## src/rtl/uart_pkg.sv

```systemverilog
// Shared constants for the debug serial port.
// Assumes an 8-bit character and a 3-bit register address space.
package uart_pkg;

    localparam logic [2:0] A_CTRL = 3'd0;
    localparam logic [2:0] A_MODE = 3'd1;
    localparam logic [2:0] A_DIV  = 3'd2;
    localparam logic [2:0] A_THR  = 3'd3;
    localparam logic [2:0] A_RHR  = 3'd4;
    localparam logic [2:0] A_STAT = 3'd5;

    localparam int C_RXRST  = 0;
    localparam int C_TXRST  = 1;
    localparam int C_RXEN   = 2;
    localparam int C_TXEN   = 3;
    localparam int C_CLRERR = 4;

    localparam logic [1:0] CH_LOOP = 2'd2;

    typedef enum logic [1:0] {RX_IDLE, RX_START, RX_BITS} rx_state_e;

    // Parity bit for a data word: kind 0 even, 1 odd, 2 forced 0, 3 forced 1.
    function automatic logic par_bit(input logic [7:0] d, input logic [1:0] kind);
        case (kind)
            2'd0:    par_bit = ^d;
            2'd1:    par_bit = ~^d;
            2'd2:    par_bit = 1'b0;
            default: par_bit = 1'b1;
        endcase
    endfunction

endpackage

```

## src/rtl/uart_baud_gen.sv

```systemverilog
// Oversampling tick generator: one tick every DIV clocks, none when DIV is 0.
// Assumes the divisor may change at any time; the counter wraps safely.
module uart_baud_gen #(
    parameter int DIV_W = 16
) (
    input  logic             clk,
    input  logic             rst_n,
    input  logic [DIV_W-1:0] div,
    output logic             tick
);

    logic [DIV_W-1:0] cnt;

    assign tick = (div != '0) && (cnt >= div - 1'b1);

    // Count clocks between ticks, restarting on each tick or when stopped.
    always_ff @(posedge clk) begin
        if (!rst_n)                      cnt <= '0;
        else if (div == '0 || tick)      cnt <= '0;
        else                             cnt <= cnt + 1'b1;
    end

endmodule

```

## src/rtl/uart_tx.sv

```systemverilog
// Transmit path: holding register feeding a frame shift register.
// Assumes one oversampling tick per sixteenth of a bit; a frame starts on
// the clock after the holding register fills while enabled and idle.
module uart_tx #(
    parameter int DW  = 8,
    parameter int OVS = 16
) (
    input  logic          clk,
    input  logic          rst_n,
    input  logic          clr,
    input  logic          en,
    input  logic          wr,
    input  logic [DW-1:0] wdata,
    input  logic          par_on,
    input  logic [1:0]    par_kind,
    input  logic          tick,
    output logic          line,
    output logic          rdy,
    output logic          empty,
    output logic          busy_o
);
    import uart_pkg::*;

    localparam int FW = DW + 3;
    localparam int CW = $clog2(OVS);
    localparam int BW = $clog2(FW);

    logic [DW-1:0] thr;
    logic          full;
    logic          busy;
    logic [FW-1:0] sh;
    logic [BW-1:0] bitn;
    logic [BW-1:0] last;
    logic [CW-1:0] tcnt;

    // Holding register, frame load and bit shifting.
    always_ff @(posedge clk) begin
        if (!rst_n || clr) begin
            thr  <= '0;
            full <= 1'b0;
            busy <= 1'b0;
            sh   <= '1;
            bitn <= '0;
            last <= '0;
            tcnt <= '0;
        end else begin
            if (!busy && full && en) begin
                busy <= 1'b1;
                full <= 1'b0;
                tcnt <= '0;
                bitn <= '0;
                if (par_on) begin
                    sh   <= {1'b1, par_bit(thr, par_kind), thr, 1'b0};
                    last <= BW'(DW + 2);
                end else begin
                    sh   <= {2'b11, thr, 1'b0};
                    last <= BW'(DW + 1);
                end
            end else if (busy && tick) begin
                if (tcnt == CW'(OVS - 1)) begin
                    tcnt <= '0;
                    sh   <= {1'b1, sh[FW-1:1]};
                    if (bitn == last) busy <= 1'b0;
                    else              bitn <= bitn + 1'b1;
                end else begin
                    tcnt <= tcnt + 1'b1;
                end
            end
            if (wr && !full) begin
                thr  <= wdata;
                full <= 1'b1;
            end
        end
    end

    assign line   = busy ? sh[0] : 1'b1;
    assign rdy    = !full;
    assign empty  = !full && !busy;
    assign busy_o = busy;

endmodule

```

## src/rtl/uart_rx.sv

```systemverilog
// Receive sampler: synchronises the input, confirms a start bit at mid-bit,
// then samples each following bit at its centre. Pulses done for one clock
// per frame with the byte on data and the parity result on perr.
// Assumes one oversampling tick per sixteenth of a bit.
module uart_rx #(
    parameter int DW  = 8,
    parameter int OVS = 16
) (
    input  logic          clk,
    input  logic          rst_n,
    input  logic          clr,
    input  logic          en,
    input  logic          tick,
    input  logic          line_in,
    input  logic          par_on,
    input  logic [1:0]    par_kind,
    output logic          done,
    output logic [DW-1:0] data,
    output logic          perr
);
    import uart_pkg::*;

    localparam int CW   = $clog2(OVS);
    localparam int BW   = $clog2(DW + 2);
    localparam int HALF = OVS / 2 - 1;

    logic          s1, s2;
    rx_state_e     state;
    logic [CW-1:0] scnt;
    logic [BW-1:0] bidx;
    logic [BW-1:0] stop_idx;
    logic [DW-1:0] shreg;
    logic          pbit;

    assign stop_idx = par_on ? BW'(DW + 1) : BW'(DW);
    assign data     = shreg;

    // Two-stage synchroniser on the serial input.
    always_ff @(posedge clk) begin
        if (!rst_n) begin
            s1 <= 1'b1;
            s2 <= 1'b1;
        end else begin
            s1 <= line_in;
            s2 <= s1;
        end
    end

    // Frame sequencing and bit capture.
    always_ff @(posedge clk) begin
        if (!rst_n || clr) begin
            state <= RX_IDLE;
            scnt  <= '0;
            bidx  <= '0;
            shreg <= '0;
            pbit  <= 1'b0;
            done  <= 1'b0;
            perr  <= 1'b0;
        end else begin
            done <= 1'b0;
            case (state)
                RX_IDLE: begin
                    if (en && tick && !s2) begin
                        state <= RX_START;
                        scnt  <= '0;
                    end
                end
                RX_START: begin
                    if (tick) begin
                        if (scnt == CW'(HALF)) begin
                            scnt <= '0;
                            bidx <= '0;
                            state <= s2 ? RX_IDLE : RX_BITS;
                        end else begin
                            scnt <= scnt + 1'b1;
                        end
                    end
                end
                default: begin
                    if (tick) begin
                        if (scnt == CW'(OVS - 1)) begin
                            scnt <= '0;
                            if (bidx < BW'(DW))
                                shreg <= {s2, shreg[DW-1:1]};
                            else if (bidx == BW'(DW) && par_on)
                                pbit <= s2;
                            if (bidx == stop_idx) begin
                                state <= RX_IDLE;
                                done  <= 1'b1;
                                perr  <= par_on && (pbit != par_bit(shreg, par_kind));
                            end else begin
                                bidx <= bidx + 1'b1;
                            end
                        end else begin
                            scnt <= scnt + 1'b1;
                        end
                    end
                end
            endcase
        end
    end

endmodule

```

## src/rtl/dbg_uart.sv

```systemverilog
// Debug serial port top: register port, control and status, channel mode
// routing, and the baud, transmit and receive blocks.
// Assumes single-cycle bus strobes; read data is combinational on bus_addr.
module dbg_uart #(
    parameter int DATA_W = 8,
    parameter int DIV_W  = 16,
    parameter int BUS_W  = 16,
    parameter int OVS    = 16
) (
    input  logic             clk,
    input  logic             rst_n,
    input  logic             bus_wr,
    input  logic             bus_rd,
    input  logic [2:0]       bus_addr,
    input  logic [BUS_W-1:0] bus_wdata,
    output logic [BUS_W-1:0] bus_rdata,
    input  logic             rxd,
    output logic             txd
);
    import uart_pkg::*;

    logic              ctrl_wr, tx_rst_w, rx_rst_w, clr_err_w, rd_rhr;
    logic              tx_en_q, rx_en_q;
    logic [2:0]        par_q;
    logic [1:0]        chm_q;
    logic [DIV_W-1:0]  div_q;
    logic [DATA_W-1:0] rbr_q;
    logic              rx_rdy_q, ovr_q, perr_q;
    logic              tick_w, txl_w, tx_rdy_w, tx_empty_w, tx_busy_w;
    logic              rx_line_w, rx_done_w, rx_perr_w;
    logic [DATA_W-1:0] rx_data_w;

    assign ctrl_wr   = bus_wr && (bus_addr == A_CTRL);
    assign tx_rst_w  = ctrl_wr && bus_wdata[C_TXRST];
    assign rx_rst_w  = ctrl_wr && bus_wdata[C_RXRST];
    assign clr_err_w = ctrl_wr && bus_wdata[C_CLRERR];
    assign rd_rhr    = bus_rd && (bus_addr == A_RHR);

    // Enable bits: a reset command wins over an enable in the same write.
    always_ff @(posedge clk) begin
        if (!rst_n) begin
            tx_en_q <= 1'b0;
            rx_en_q <= 1'b0;
        end else begin
            if (tx_rst_w)                          tx_en_q <= 1'b0;
            else if (ctrl_wr && bus_wdata[C_TXEN]) tx_en_q <= 1'b1;
            if (rx_rst_w)                          rx_en_q <= 1'b0;
            else if (ctrl_wr && bus_wdata[C_RXEN]) rx_en_q <= 1'b1;
        end
    end

    // Mode and divisor registers.
    always_ff @(posedge clk) begin
        if (!rst_n) begin
            par_q <= 3'b100;
            chm_q <= 2'b00;
            div_q <= '0;
        end else if (bus_wr) begin
            if (bus_addr == A_MODE) begin
                par_q <= bus_wdata[2:0];
                chm_q <= bus_wdata[4:3];
            end
            if (bus_addr == A_DIV) div_q <= bus_wdata[DIV_W-1:0];
        end
    end

    // Receive holding register and receive status flags.
    always_ff @(posedge clk) begin
        if (!rst_n) begin
            rbr_q    <= '0;
            rx_rdy_q <= 1'b0;
            ovr_q    <= 1'b0;
            perr_q   <= 1'b0;
        end else begin
            if (rx_done_w) rbr_q <= rx_data_w;
            if (rx_rst_w)       rx_rdy_q <= 1'b0;
            else if (rx_done_w) rx_rdy_q <= 1'b1;
            else if (rd_rhr)    rx_rdy_q <= 1'b0;
            if (clr_err_w)                             ovr_q <= 1'b0;
            else if (rx_done_w && rx_rdy_q && !rd_rhr) ovr_q <= 1'b1;
            if (clr_err_w)                    perr_q <= 1'b0;
            else if (rx_done_w && rx_perr_w)  perr_q <= 1'b1;
        end
    end

    // Read data selection.
    always_comb begin
        case (bus_addr)
            A_MODE:  bus_rdata = BUS_W'({chm_q, par_q});
            A_DIV:   bus_rdata = BUS_W'(div_q);
            A_RHR:   bus_rdata = BUS_W'(rbr_q);
            A_STAT:  bus_rdata = BUS_W'({tx_empty_w, perr_q, ovr_q, tx_rdy_w, rx_rdy_q});
            default: bus_rdata = '0;
        endcase
    end

    assign rx_line_w = (chm_q == CH_LOOP) ? txl_w : rxd;
    assign txd       = (chm_q == CH_LOOP) ? 1'b1  : txl_w;

    uart_baud_gen #(.DIV_W(DIV_W)) u_baud (
        .clk   (clk),
        .rst_n (rst_n),
        .div   (div_q),
        .tick  (tick_w)
    );

    uart_tx #(.DW(DATA_W), .OVS(OVS)) u_tx (
        .clk      (clk),
        .rst_n    (rst_n),
        .clr      (tx_rst_w),
        .en       (tx_en_q),
        .wr       (bus_wr && (bus_addr == A_THR)),
        .wdata    (bus_wdata[DATA_W-1:0]),
        .par_on   (!par_q[2]),
        .par_kind (par_q[1:0]),
        .tick     (tick_w),
        .line     (txl_w),
        .rdy      (tx_rdy_w),
        .empty    (tx_empty_w),
        .busy_o   (tx_busy_w)
    );

    uart_rx #(.DW(DATA_W), .OVS(OVS)) u_rx (
        .clk      (clk),
        .rst_n    (rst_n),
        .clr      (rx_rst_w),
        .en       (rx_en_q),
        .tick     (tick_w),
        .line_in  (rx_line_w),
        .par_on   (!par_q[2]),
        .par_kind (par_q[1:0]),
        .done     (rx_done_w),
        .data     (rx_data_w),
        .perr     (rx_perr_w)
    );

endmodule

```

## config.mk

```make
export PLATFORM = sky130hd
export DESIGN_NAME = dbg_uart
export DESIGN_NICKNAME = d
export VERILOG_FILES = /design/src/rtl/uart_pkg.sv /design/src/rtl/uart_baud_gen.sv /design/src/rtl/uart_tx.sv /design/src/rtl/uart_rx.sv /design/src/rtl/dbg_uart.sv
export SDC_FILE = /design/constraint.sdc
export NUM_CORES = 1
export LEC_CHECK = 0
export BUFFER_PORTS_ARGS = -buffer_cell sky130_fd_sc_hd__buf_2
export CORE_ASPECT_RATIO = 0.6
export CORE_MARGIN = 5
export CORE_UTILIZATION = 32
export DETAILED_ROUTE_END_ITERATION = 10
export GPL_ROUTABILITY_DRIVEN = 0
export PLACE_DENSITY = 0.49
export SKIP_CTS_REPAIR_TIMING = 1
export SYNTH_ARGS = -nofsm -noshare
export SYNTH_HDL_FRONTEND = slang
export SYNTH_SLANG_ARGS = --single-unit
```

## constraint.sdc

```tcl
create_clock -name clk -period 5.3 [get_ports clk]
set_input_delay 1.06 -clock clk [delete_from_list [all_inputs] [get_ports clk]]
set_output_delay 1.06 -clock clk [all_outputs]
set_load 0.005 [all_outputs]
```

### Word level (Yosys, flattened, before mapping)

Cells that the tools add are included.

* add/sub/neg operators: 6
* $mul: 0
* div/mod/pow operators: 0
* magnitude comparators: 2
* equality and inequality tests: 20
* shift operators: 0
* muxes and demuxes: 47
* bitwise gates (word level): 7
* reductions and logical operators: 66

Operators by type and width (number)
* $pmux W16 S4: 1
* $mux W4: 11
* $mux W11: 3
* $logic_and A1 B1 Y1: 21
* $mux W1: 18
* $add A16 B1 Y16 const B: 1
* $add A4 B1 Y4 const B: 4
* $ge A16 B16 Y1: 1
* $logic_not A16 Y1: 1
* $mux W2: 8
* $pmux W4 S2: 2
* $reduce_bool A16 Y1: 1
* $reduce_xnor A8 Y1: 2
* $reduce_xor A8 Y1: 2
* $sub A16 B1 Y16 const B: 1
* $reduce_bool A2 Y1: 7
* $eq A4 B4 Y1 const B: 3
* $reduce_or A2 Y1: 6
* $mux W10: 1
* $reduce_and A5 Y1: 2
* $reduce_and A3 Y1: 3
* $eq A4 B4 Y1: 2
* $reduce_and A4 Y1: 2
* $not A1 Y1: 7
* other kinds (20): 38

* flip-flop bits (word level): 106
* bits in latches: 0
* memory bits (writable): 0
* ROM bits: 0
* input port bits: 24
* output and inout bits: 17
* word-level logic and storage cells: 174
* memories: 0

### Depth between registers and ports, before layout

Gate-level depths: netlist of the first run.

* depth in word-level cells: 9
* mapped depth: 15
* mapped depth without buffers: 13

### By module

Synthesis of the first run repeated with hierarchy kept, for this count alone.

* cells, all modules: 606
* area total of the unflattened synthesis: 5446.5 um^2

Modules (own cells, without submodules)
* dbg_uart: instances 1, cells an instance 181, area each 1575.3 um^2, seq. area each 680.7 um^2
* uart_tx: instances 1, cells an instance 152, area each 1365.1 um^2, seq. area each 620.6 um^2
* uart_baud_gen: instances 1, cells an instance 149, area each 1352.5 um^2, seq. area each 320.3 um^2
* uart_rx: instances 1, cells an instance 124, area each 1153.6 um^2, seq. area each 460.4 um^2

### Least setup slack after synthesis of the first run

OpenSTA, ideal clock, no wires.

* path kind: reg2reg
* from: register div_q[4]
* to: register u_rx.bidx[0]
* library setup time: 0.116 ns
* arrival time: 3.844 ns
* setup slack: 1.339 ns
* cell stages (with the launch flop): 15
* path buffers: 1
* clock period less this slack: 3.961 ns
* cells stage by stage: dfxtp_1 -> nor4_1 -> nand2b_1 -> nor2_1 -> nor4b_1 -> nand2_1 -> xor2_1 -> ha_1 -> and4_4 -> o211ai_2 -> or4_4 -> and4b_4 -> buf_6 -> or3_4 -> a31o_2

* cells in the longest elaborated chain, start to end: 4
* elaborated cells between the ends (all ways): 5
* classes of those cells: 1 x add/sub; 1 x order compare; 3 x reduce/logical

RTL lines
* start, declared: RTL line dbg_uart.sv:26 `logic [DIV_W-1:0] div_q;`
* start signal, assigned: RTL line dbg_uart.sv:63 `if (bus_addr == A_DIV) div_q <= bus_wdata[DIV_W-1:0];`
* $sub A16 B1 Y16: RTL line uart_baud_gen.sv:14 `assign tick = (div != '0) && (cnt >= div - 1'b1);`
* $ge A16 B16 Y1: RTL line uart_baud_gen.sv:14
* $logic_and A1 B1 Y1 *: RTL line uart_baud_gen.sv:14
* $reduce_and A5 Y1 (no source line) *
* end signal, assigned: RTL line uart_rx.sv:92 `bidx <= bidx + 1'b1;`
* end, declared: RTL line uart_rx.sv:30 `logic [BW-1:0] bidx;`

Every way passes the cells marked *; elsewhere a longest branch is shown, timed or not.
A chain may end at the register's enable or synchronous reset.

### Final worst setup path of the first run

* from: register div_q[4]
* to: register u_rx.shreg[0] (netlist: u_rx.data[0])

* cells in the longest elaborated chain, start to end: 4
* elaborated cells between the ends (all ways): 5
* classes of those cells: 1 x add/sub; 1 x order compare; 3 x reduce/logical

RTL lines
* $sub A16 B1 Y16: RTL line uart_baud_gen.sv:14
* $ge A16 B16 Y1: RTL line uart_baud_gen.sv:14
* $logic_and A1 B1 Y1 *: RTL line uart_baud_gen.sv:14
* $reduce_and A4 Y1 (no source line) *
* end signal, assigned: RTL line uart_rx.sv:84 `shreg <= {s2, shreg[DW-1:1]};`
* end, declared: RTL line uart_rx.sv:32 `logic [DW-1:0] shreg;`

Marked as above.

==> reports/metrics.csv, run 1 <==
stage,metric,value,unit
status,status,"finished, final reports clean",
layout,post-route cell area,6205,um^2
min_path,hold crit path type,reg -> reg,
setup_path,Worst Path Required,5580,ps
layout,fraction of layout cells with a size suffix above 1,0.1214,
yosys,Synth Register Bits,104,
clock_network,"CTS clk-pin slew, worst paths",70,ps
yosys,top-area cell type share of the netlist area,0.3766,
yosys,Ys Warns,0,
yosys,Yosys top cell by area,dfxtp_1,
yosys,"Top FF cell, synth",dfxtp_1,
global_routing,GRT Overall Usage,0.1549,
floorplanning,die area,20090,um^2
clock_network,Clock Tree Root,clkbuf_16,
sta,max-slew violations,0,
sta,setup tns final,0,ps
clock_network,CTS H-tree lvls,3,
detailed_routing,post-route ant nets,0,
global_routing,largest net degree at the start of global routing,32,
yosys,syn_nets,710,
yosys,largest family of logic cells by synthesized area,simple AND/OR/NAND/NOR gates,
global_routing,GR Overflow Total,0,
sta,clk_skew,7.791,ps
setup_path,CP startpoint kind,flip-flop,
detailed_routing,Vias,4885,
layout,final net count,734,
sta,final hold slack,409.1,ps
yosys,post-synthesis adder-cell area fraction,0.05206,
layout,Area Growth Syn to Fin,12.25,%
yosys,count of different cell masters after synthesis,59,
placement,PortBufs,40,
job,max cap viols,0,
setup_path,WP buf/inv,1,
floorplanning,Initial Util,0.3245,
power_and_ir_drop,Max IR drop VDD,146.6,uV
detailed_routing,vias per inst,5.275,
detailed_routing,Initial DRC Count,271,
global_routing,vias in the first global route,4595,
setup_path,critical setup path kind,reg -> reg,
yosys,top-count cell post-synth,dfxtp_1,
power_and_ir_drop,Leak,2.369,nW
clock_network,cts bufs inserted,9,
placement,dpl cell area,5923,um^2
clock_network,clk_lat worst skew,350,ps
setup_path,Reg2Reg Setup Slack,980,ps
clock_network,clock sinks,104,
setup_path,CP arrival,4600,ps
setup_path,"slowest stage delay, CP",670,ps
clock_network,CTS tree,yes,
layout,ANT cells,0,
clock_network,clock buffer depth,2,
global_routing,antenna violations before repair,0,
sta,Slew headroom,0.2990,
sta,RSZ-0062 raised after global routing,false,
floorplanning,FP Rows,37,
floorplanning,Core Area,17040,um^2
sta,setup violators final,0,
power_and_ir_drop,Total Power,1.600,mW
detailed_routing,wire length per cell,16.98,um
global_routing,first-pass GRT wire length,25340,um
floorplanning,Die Wd,179.7,um
floorplanning,Die Span Y,111.8,um
yosys,number of enable flip-flop cells after synthesis,0,
yosys,top post-synthesis cells by area,"dfxtp_1 38%, mux2i_1 6.2%, nand2_1 6.0%, ha_1 5.2%, nor2_1 4.8%",
detailed_routing,Post-Route WL,15720,um
setup_path,crit path capture type,flip-flop,
power_and_ir_drop,Power Density,257.9,nW/um^2
yosys,Cells after Synth,663,
sta,Tmin final,4324,ps
setup_path,Top delay family on crit path,simple AND/OR/NAND/NOR gates,
sta,count of final hold-check violations,0,
setup_path,"critical path fanouts, max",29,
yosys,Synth Area in XOR/XNOR,0.07288,
setup_path,CP max stage cell,nor4_4,
yosys,Syn Area/Cell,8.338,um^2
detailed_routing,DR pass1 iterations,5,
placement,cell total after placement,910,
yosys,Mapped Area,5528,um^2
yosys,post-synthesis mux area share,0.06971,
setup_path,cell breakdown of the critical path,nor4_1 > nand2b_1 > nor2_1 > nor4b_1 > buf_4 > nand2_1 > xor2_1 > ha_1 > and4_4 > o211ai_2 > or4_4 > and4b_4 > nor4_4 > mux2i_1,
placement,DP HPWL,11760,um
yosys,compound-cell area share of the yosys netlist,0.1152,
yosys,simple-gate area share of the yosys netlist,0.2795,
floorplanning,I/O Pins,41,
layout,Final Non-Filler Cells,926,
detailed_routing,post-route DRC violation count,0,
sta,crit share post-route,0.8159,
yosys,sequential cell area fraction in the yosys report,0.3766,
sta,measured slew at the worst slew-check pin,1049,ps
yosys,commonest cells in the netlist,"104 x dfxtp_1, 89 x nand2_1, 71 x nor2_1",
sta,Max Fclk,231.3,MHz
yosys,"Async S/R FF share, synth",0,
==> layout make-up <==
class                           count  area (um^2)
Sequential cell                   104         2082
Multi-Input combinational cell    513         3258
Inverter                           14        52.55
Clock buffer                        9        225.2
Clock inverter                      7        56.30
Timing Repair Buffer               45        237.7
Tap cell                          234        292.8
Fill cell                        1806        10830
==> layout by cell type (no fill, tap or decap), drive strengths merged, types with 19 or more instances in the layout <==
cell type and instances:
dfxtp 104, nand2 90, nor2 72, a21oi 48, buf 45, mux2i 34
nor3 31, xnor2 24, ha 23, xor2 22, nand3 19
==> routing by layer <==
layer / wire length [um] / GRT usage / part of all wire / up-vias
met5: 0 / 0 / 0 / -
met4: 184 / 0.02943 / 0.012 / 0
met3: 799 / 0.03722 / 0.051 / 15
met2: 6095 / 0.2121 / 0.39 / 118
met1: 8641 / 0.2435 / 0.55 / 2354
li1: - / - / - / 2398
==> worst paths after layout <==
check,from,to,depth (start not counted)
min,u_rx.s1$_SDFF_PN1_,u_rx.s2$_SDFF_PN1_,1
min reg2reg,u_rx.s1$_SDFF_PN1_,u_rx.s2$_SDFF_PN1_,1
max reg2reg,div_q[4]$_SDFFE_PN0P_,u_rx.data[0]$_SDFFE_PP0P_,14
max,div_q[4]$_SDFFE_PN0P_,u_rx.data[0]$_SDFFE_PP0P_,14
==> stage by stage <==
stage               utilization  setup slack, ps
floorplan                     -             1339
global placement         0.3477             1135
detailed placement       0.3477             1041
CTS                      0.3642            984.5
global route             0.3642            757.3
finish                   0.3642            975.7
==> cell families (layout without fill, tap and decap cells) <==
family / Yosys count / after routing
and+or+nand+nor: 303 / 303
AOI/OAI and AO/OA: 103 / 103
buffers and inverters: 46 / 75
xor gates and xnor gates: 46 / 46
muxes: 38 / 38
DFF: 104 / 104
adders and majority gates: 23 / 23
==> flip-flops by register name, summed over array words and instances (netlist names), 2 cells and up <==
signal / count
div_q: 16
u_baud.cnt: 16
u_tx.sh: 10
rbr_q: 8
u_rx.data: 8
u_tx.thr: 8
u_rx.bidx: 4
u_rx.scnt: 4
u_tx.bitn: 4
u_tx.tcnt: 4
par_q: 3
u_tx.last: 3
chm_q: 2
u_rx.state: 2
==> power breakdown <==
part / internal, mW / switching [mW]
Combinational: 0.0538 / 0.104
Sequential: 0.788 / 0.0109
Clock: 0.324 / 0.319
Total: 1.17 / 0.434
==> worst register-to-register path, stage by stage (launching register included) <==
cell,delay (ps)
dfxtp_1,370
nor4_1,450
nand2b_1,130
nor2_1,140
nor4b_1,260
buf_4,200
nand2_1,60
xor2_1,140
ha_1,330
and4_4,260
o211ai_2,80
or4_4,520
and4b_4,350
nor4_4,680
mux2i_1,270
(Power assumes the default switching activity.)
==> run 2: changes to the inputs <==
- PLACE_DENSITY: 0.49 -> 0.5
- clock period: 5.3 -> 3.6 ns (I/O delays scaled with it)
==> reports/metrics.csv, run 2 (synthesis gave the netlist of run 1 again) <==
stage,metric,value,unit
sta,Tmin final,3516,ps
sta,final hold slack,405.4,ps
detailed_routing,Max Used Layer,met4,
setup_path,worst r2r path cells,12,
placement,DP HPWL,12200,um
clock_network,"CTS clk-pin slew, worst paths",70,ps
detailed_routing,WL met1,9025,um
sta,measured slew at the worst slew-check pin,935.8,ps
layout,Area Growth Syn to Fin,19.35,%
detailed_routing,Vias,5014,
clock_network,CTS H-tree lvls,3,
power_and_ir_drop,Leak,2.568,nW
detailed_routing,Initial DRC Count,364,
setup_path,crit path from,div_q[9]$_SDFFE_PN0P_,
min_path,hold crit path type,reg -> reg,
setup_path,reg2reg start,div_q[9]$_SDFFE_PN0P_,
layout,"commonest non-fill, non-tap cell in the layout",dfxtp_1,
clock_network,CTS tree,yes,
floorplanning,I/O Pins,41,
clock_network,clk_lat worst skew,350,ps
setup_path,Reg2Reg Setup Slack,80,ps
sta,clk_skew,6.965,ps
detailed_routing,WL met3,841,um
sta,RSZ-0062 raised after global routing,true,
clock_network,Clock Tree Root,clkbuf_16,
layout,Multi-input gate area,3411,um^2
setup_path,"critical path fanouts, max",8,
layout,Fillers,1787,
detailed_routing,vias per inst,5.256,
floorplanning,Initial Util,0.3245,
floorplanning,Die Span Y,111.8,um
clock_network,clock sinks,104,
detailed_routing,post-route DRC violation count,0,
power_and_ir_drop,Max IR drop VDD,212.2,uV
sta,Max Fclk,284.4,MHz
floorplanning,Die Wd,179.7,um
detailed_routing,DR pass1 iterations,5,
setup_path,CP startpoint kind,flip-flop,
clock_network,clock buffer depth,2,
global_routing,largest net degree at the start of global routing,30,
sta,Slew headroom,0.3713,
job,max cap viols,0,
setup_path,crit path capture type,flip-flop,
setup_path,critical setup path kind,reg -> reg,
setup_path,Critical R2R Capture,u_rx.bidx[0]$_SDFFE_PP0P_,
placement,PortBufs,40,
power_and_ir_drop,Total Power,2.443,mW
floorplanning,Core Area,17040,um^2
clock_network,cts bufs inserted,9,
status,status,"finished, final reports clean",
global_routing,vias in the first global route,4738,
layout,most frequent cells in the layout,"101 x dfxtp_1, 89 x nand2_1, 69 x nor2_1, 45 x a21oi_1, 40 x buf_2",
global_routing,first-pass GRT wire length,26240,um
global_routing,GR Overflow Total,0,
layout,final net count,762,
sta,setup violators final,0,
sta,crit share post-route,0.9766,
layout,Top Registers,"div_q x16, u_baud.cnt x16, u_tx.sh x10",
layout,Reg area,2086,um^2
setup_path,Worst Path Required,3850,ps
layout,ANT cells,0,
setup_path,CP arrival,3760,ps
sta,max-slew violations,0,
power_and_ir_drop,Power Density,370.3,nW/um^2
sta,count of final hold-check violations,0,
detailed_routing,wire length per cell,17.28,um
detailed_routing,post-route ant nets,0,
global_routing,GRT Overall Usage,0.1605,
detailed_routing,met2 wire length,6447,um
floorplanning,die area,20090,um^2
setup_path,CP Capture Point,u_rx.bidx[0]$_SDFFE_PP0P_,
layout,fraction of layout cells with a size suffix above 1,0.1875,
global_routing,antenna violations before repair,0,
detailed_routing,Post-Route WL,16490,um
floorplanning,FP Rows,37,
-- run 2: area by class of cell --
class	count	area share
clock buffers	12	0.03736
clock inverters	4	0.007965
inverters	14	0.007965
multi-input cells	514	0.5170
flip-flops and latches	104	0.3161
well taps	234	0.04438
repair buffers	72	0.06922
-- run 2: where the power goes --
| group | leakage [nW] | total (mW) | switching, mW | internal, mW |
|---|---|---|---|---|
| registers | 0.841 | 1.17 | 0.0134 | 1.16 |
| clock network | 0.147 | 1.01 | 0.451 | 0.562 |
| logic | 1.58 | 0.256 | 0.161 | 0.0951 |
| total | 2.57 | 2.44 | 0.625 | 1.82 |
-- run 2: metal layers --
metal | vias up | track usage
li1 | 2454 | -
met1 | 2416 | 0.2610
met2 | 130 | 0.2111
met3 | 14 | 0.03134
met4 | 0 | 0.03704
met5 | - | 0
-- run 2: worst min path at each step --
| stage | cells past startpoint | end | start |
|---|---|---|---|
| after floorplan | 1 | u_rx.s2$_SDFF_PN1_ | u_rx.s1$_SDFF_PN1_ |
| after global placement | 1 | u_rx.s2$_SDFF_PN1_ | u_rx.s1$_SDFF_PN1_ |
| after detailed placement | 1 | u_rx.s2$_SDFF_PN1_ | u_rx.s1$_SDFF_PN1_ |
| after CTS | 1 | u_rx.s2$_SDFF_PN1_ | u_rx.s1$_SDFF_PN1_ |
| after global routing | 1 | u_rx.s2$_SDFF_PN1_ | u_rx.s1$_SDFF_PN1_ |
| final | 1 | u_rx.s2$_SDFF_PN1_ | u_rx.s1$_SDFF_PN1_ |
-- run 2: stage by stage --
| step | instances | setup WS (ps) | instance area (um^2) | setup TNS (ps) | utilization |
|---|---|---|---|---|---|
| detailed placement | 935 | -49.39 | 6161 | -259.7 | 0.3616 |
| finish | 954 | 84.14 | 6598 | 0 | 0.3873 |
| floorplan | 663 | 22.86 | 5565 | 0 | - |
| CTS | 951 | -63.88 | 6460 | -435.8 | 0.3792 |
| global route | 954 | -71.00 | 6598 | -378.6 | 0.3873 |
| global placement | 935 | 55.54 | 6161 | 0 | 0.3616 |
-- run 2: critical path, stage by stage, from the launching register on --
cell,delay (ps)
dfxtp_2,320
or3_4,380
or3_4,390
nor2_1,110
nand2_1,70
xor2_1,160
ha_1,320
and4_4,240
o211ai_2,70
or4_4,460
and4b_4,270
or3_4,380
a31o_4,250
==> run 3: changes to the inputs <==
--- a/config.mk
+++ b/config.mk
@@ -12,4 +12,5 @@
 export DETAILED_ROUTE_END_ITERATION = 10
 export GPL_ROUTABILITY_DRIVEN = 0
+export HOLD_SLACK_MARGIN = 0.1
 export PLACE_DENSITY = 0.5
 export SKIP_CTS_REPAIR_TIMING = 1
==> constraint.sdc (replaced) <==
create_clock -name clk -period 3.6 [get_ports clk]
set_input_delay 0.36 -clock clk [delete_from_list [all_inputs] [get_ports clk]]
set_output_delay 0.36 -clock clk [all_outputs]
set_load 0.005 [all_outputs]
==> reports/metrics.csv, run 3 (synthesis gave the netlist of run 1 again) <==
stage,metric,value,unit
global_routing,GR Overflow Total,0,
power_and_ir_drop,Power Density,361.7,nW/um^2
setup_path,"critical path fanouts, max",8,
global_routing,GRT Overall Usage,0.1574,
layout,fraction of layout cells with a size suffix above 1,0.1884,
setup_path,CP startpoint kind,flip-flop,
clock_network,clock buffer depth,2,
setup_path,CP arrival,3780,ps
clock_network,CTS tree,yes,
global_routing,first-pass GRT wire length,25670,um
layout,Fillers,1771,
sta,max-slew violations,0,
detailed_routing,wire length per cell,17.20,um
floorplanning,I/O Pins,41,
power_and_ir_drop,Leak,2.578,nW
layout,Area Growth Syn to Fin,20.17,%
sta,Slew headroom,0.3800,
setup_path,Critical R2R Capture,u_rx.bidx[0]$_SDFFE_PP0P_,
layout,ANT cells,0,
detailed_routing,Vias,4963,
detailed_routing,Initial DRC Count,419,
min_path,HP Start,rxd,
sta,clk_skew,12.53,ps
clock_network,cts bufs inserted,9,
layout,"commonest non-fill, non-tap cell in the layout",dfxtp_1,
clock_network,Clock Tree Root,clkbuf_16,
layout,post-route cell area,6643,um^2
setup_path,CP max stage cell,or4_4,
sta,crit share post-route,0.9809,
setup_path,Reg2Reg Setup Slack,70,ps
clock_network,"CTS clk-pin slew, worst paths",80,ps
sta,setup violators final,0,
global_routing,vias in the first global route,4683,
floorplanning,die area,20090,um^2
setup_path,cell breakdown of the critical path,or3_4 > or3_4 > nor2_1 > nand2_1 > xor2_1 > ha_1 > and4_4 > o211ai_2 > or4_4 > and4b_4 > or3_4 > a31o_4,
placement,dpl cell area,6153,um^2
sta,RSZ-0062 raised after global routing,true,
min_path,hold path cells,3,
layout,final core utilization,0.3899,
floorplanning,Die Span Y,111.8,um
layout,final net count,764,
floorplanning,Core Area,17040,um^2
setup_path,Worst Path Required,3850,ps
placement,PortBufs,40,
detailed_routing,post-route DRC violation count,0,
floorplanning,Die Wd,179.7,um
job,max cap viols,0,
floorplanning,FP Rows,37,
setup_path,"slowest stage delay, CP",460,ps
floorplanning,Initial Util,0.3245,
detailed_routing,Post-Route WL,16450,um
setup_path,worst r2r path cells,12,
setup_path,"most used cell, CP",or3_4,
clock_network,clock sinks,104,
layout,Top Registers,"div_q x16, u_baud.cnt x16, u_tx.sh x10",
power_and_ir_drop,Max IR drop VDD,200.3,uV
setup_path,reg2reg start,div_q[9]$_SDFFE_PN0P_,
sta,count of final hold-check violations,0,
global_routing,antenna violations before repair,0,
sta,measured slew at the worst slew-check pin,922.9,ps
min_path,WHS Endpoint,u_rx.s1$_SDFF_PN1_,
placement,DP HPWL,12120,um
detailed_routing,DR pass1 iterations,5,
sta,final hold slack,236.8,ps
setup_path,critical setup path kind,reg -> reg,
min_path,hold crit path type,in -> reg,
sta,Tmin final,3531,ps
setup_path,crit path capture type,flip-flop,
status,status,"finished, final reports clean",
detailed_routing,vias per inst,5.191,
sta,Max Fclk,283.2,MHz
clock_network,clk_lat worst skew,350,ps
clock_network,CTS H-tree lvls,3,
global_routing,largest net degree at the start of global routing,30,
layout,most frequent cells in the layout,"101 x dfxtp_1, 89 x nand2_1, 69 x nor2_1, 46 x a21oi_1, 40 x buf_2",
detailed_routing,post-route ant nets,0,
## run 3: cell count changes in the layout (fill, tap and decap cells not counted), sizes merged
cell | previous run | this run
bufinv | 1 | 0
clkinvlp | 0 | 3
buf | 72 | 74
clkinv | 2 | 1
inv | 15 | 16
clkbuf | 12 | 10
## run 3: area by class of cell
cell class | count | area (um^2) | share of cell area
Clock buffer | 10 | 239.0 | 0.03598
Clock inverter | 6 | 51.30 | 0.007723
Inverter | 14 | 52.55 | 0.007911
Multi-Input combinational cell | 514 | 3446 | 0.5187
Sequential cell | 104 | 2086 | 0.3140
Tap cell | 234 | 292.8 | 0.04408
Timing Repair Buffer | 74 | 475.5 | 0.07158
## run 3: where the power goes
| group | switching (mW) | leakage, nW | internal [mW] |
|---|---|---|---|
| Clock | 0.472 | 0.133 | 0.497 |
| Combinational | 0.162 | 1.60 | 0.0967 |
| Sequential | 0.0139 | 0.841 | 1.16 |
| Total | 0.648 | 2.58 | 1.75 |
## run 3: worst max-delay path: cells and delay by family, from the launching register on
family | cells | cell delay, ps
simple gates | 8 | 2300
fa+ha+maj | 1 | 340
flops | 1 | 320
compound gates | 2 | 320
xor+xnor | 1 | 160
## run 3: layer usage
layer  GRT usage  part of all wire  up-vias
li1            -                 -     2454
met1      0.2536              0.54     2361
met2      0.2068              0.39      130
met3     0.03526             0.055       18
met4     0.03501             0.015        0
met5           0                 0        -
## run 3: how the worst max path moves through the flow
stage                                     start                         to
after detailed placement  div_q[3]$_SDFFE_PN0P_  u_tx.tcnt[0]$_SDFFE_PP0P_
after global routing      div_q[5]$_SDFFE_PN0P_  u_rx.bidx[0]$_SDFFE_PP0P_
final                     div_q[9]$_SDFFE_PN0P_  u_rx.bidx[0]$_SDFFE_PP0P_
after CTS                 div_q[5]$_SDFFE_PN0P_  u_tx.tcnt[0]$_SDFFE_PP0P_
after global placement    div_q[9]$_SDFFE_PN0P_  u_rx.bidx[0]$_SDFFE_PP0P_
after floorplan           div_q[9]$_SDFFE_PN0P_  u_rx.data[0]$_SDFFE_PP0P_
## run 3: per-stage QoR
stage | TNS [ps] | setup WS [ps] | cells | power (mW)
after floorplan | 0 | 22.86 | 663 | 1.358
after global placement | 0 | 46.87 | 934 | 1.442
after detailed placement | -247.3 | -91.09 | 934 | 1.444
after CTS | -382.7 | -95.88 | 950 | 2.419
after global routing | -2519 | -121.0 | 956 | 2.516
final | 0 | 68.82 | 956 | 2.403
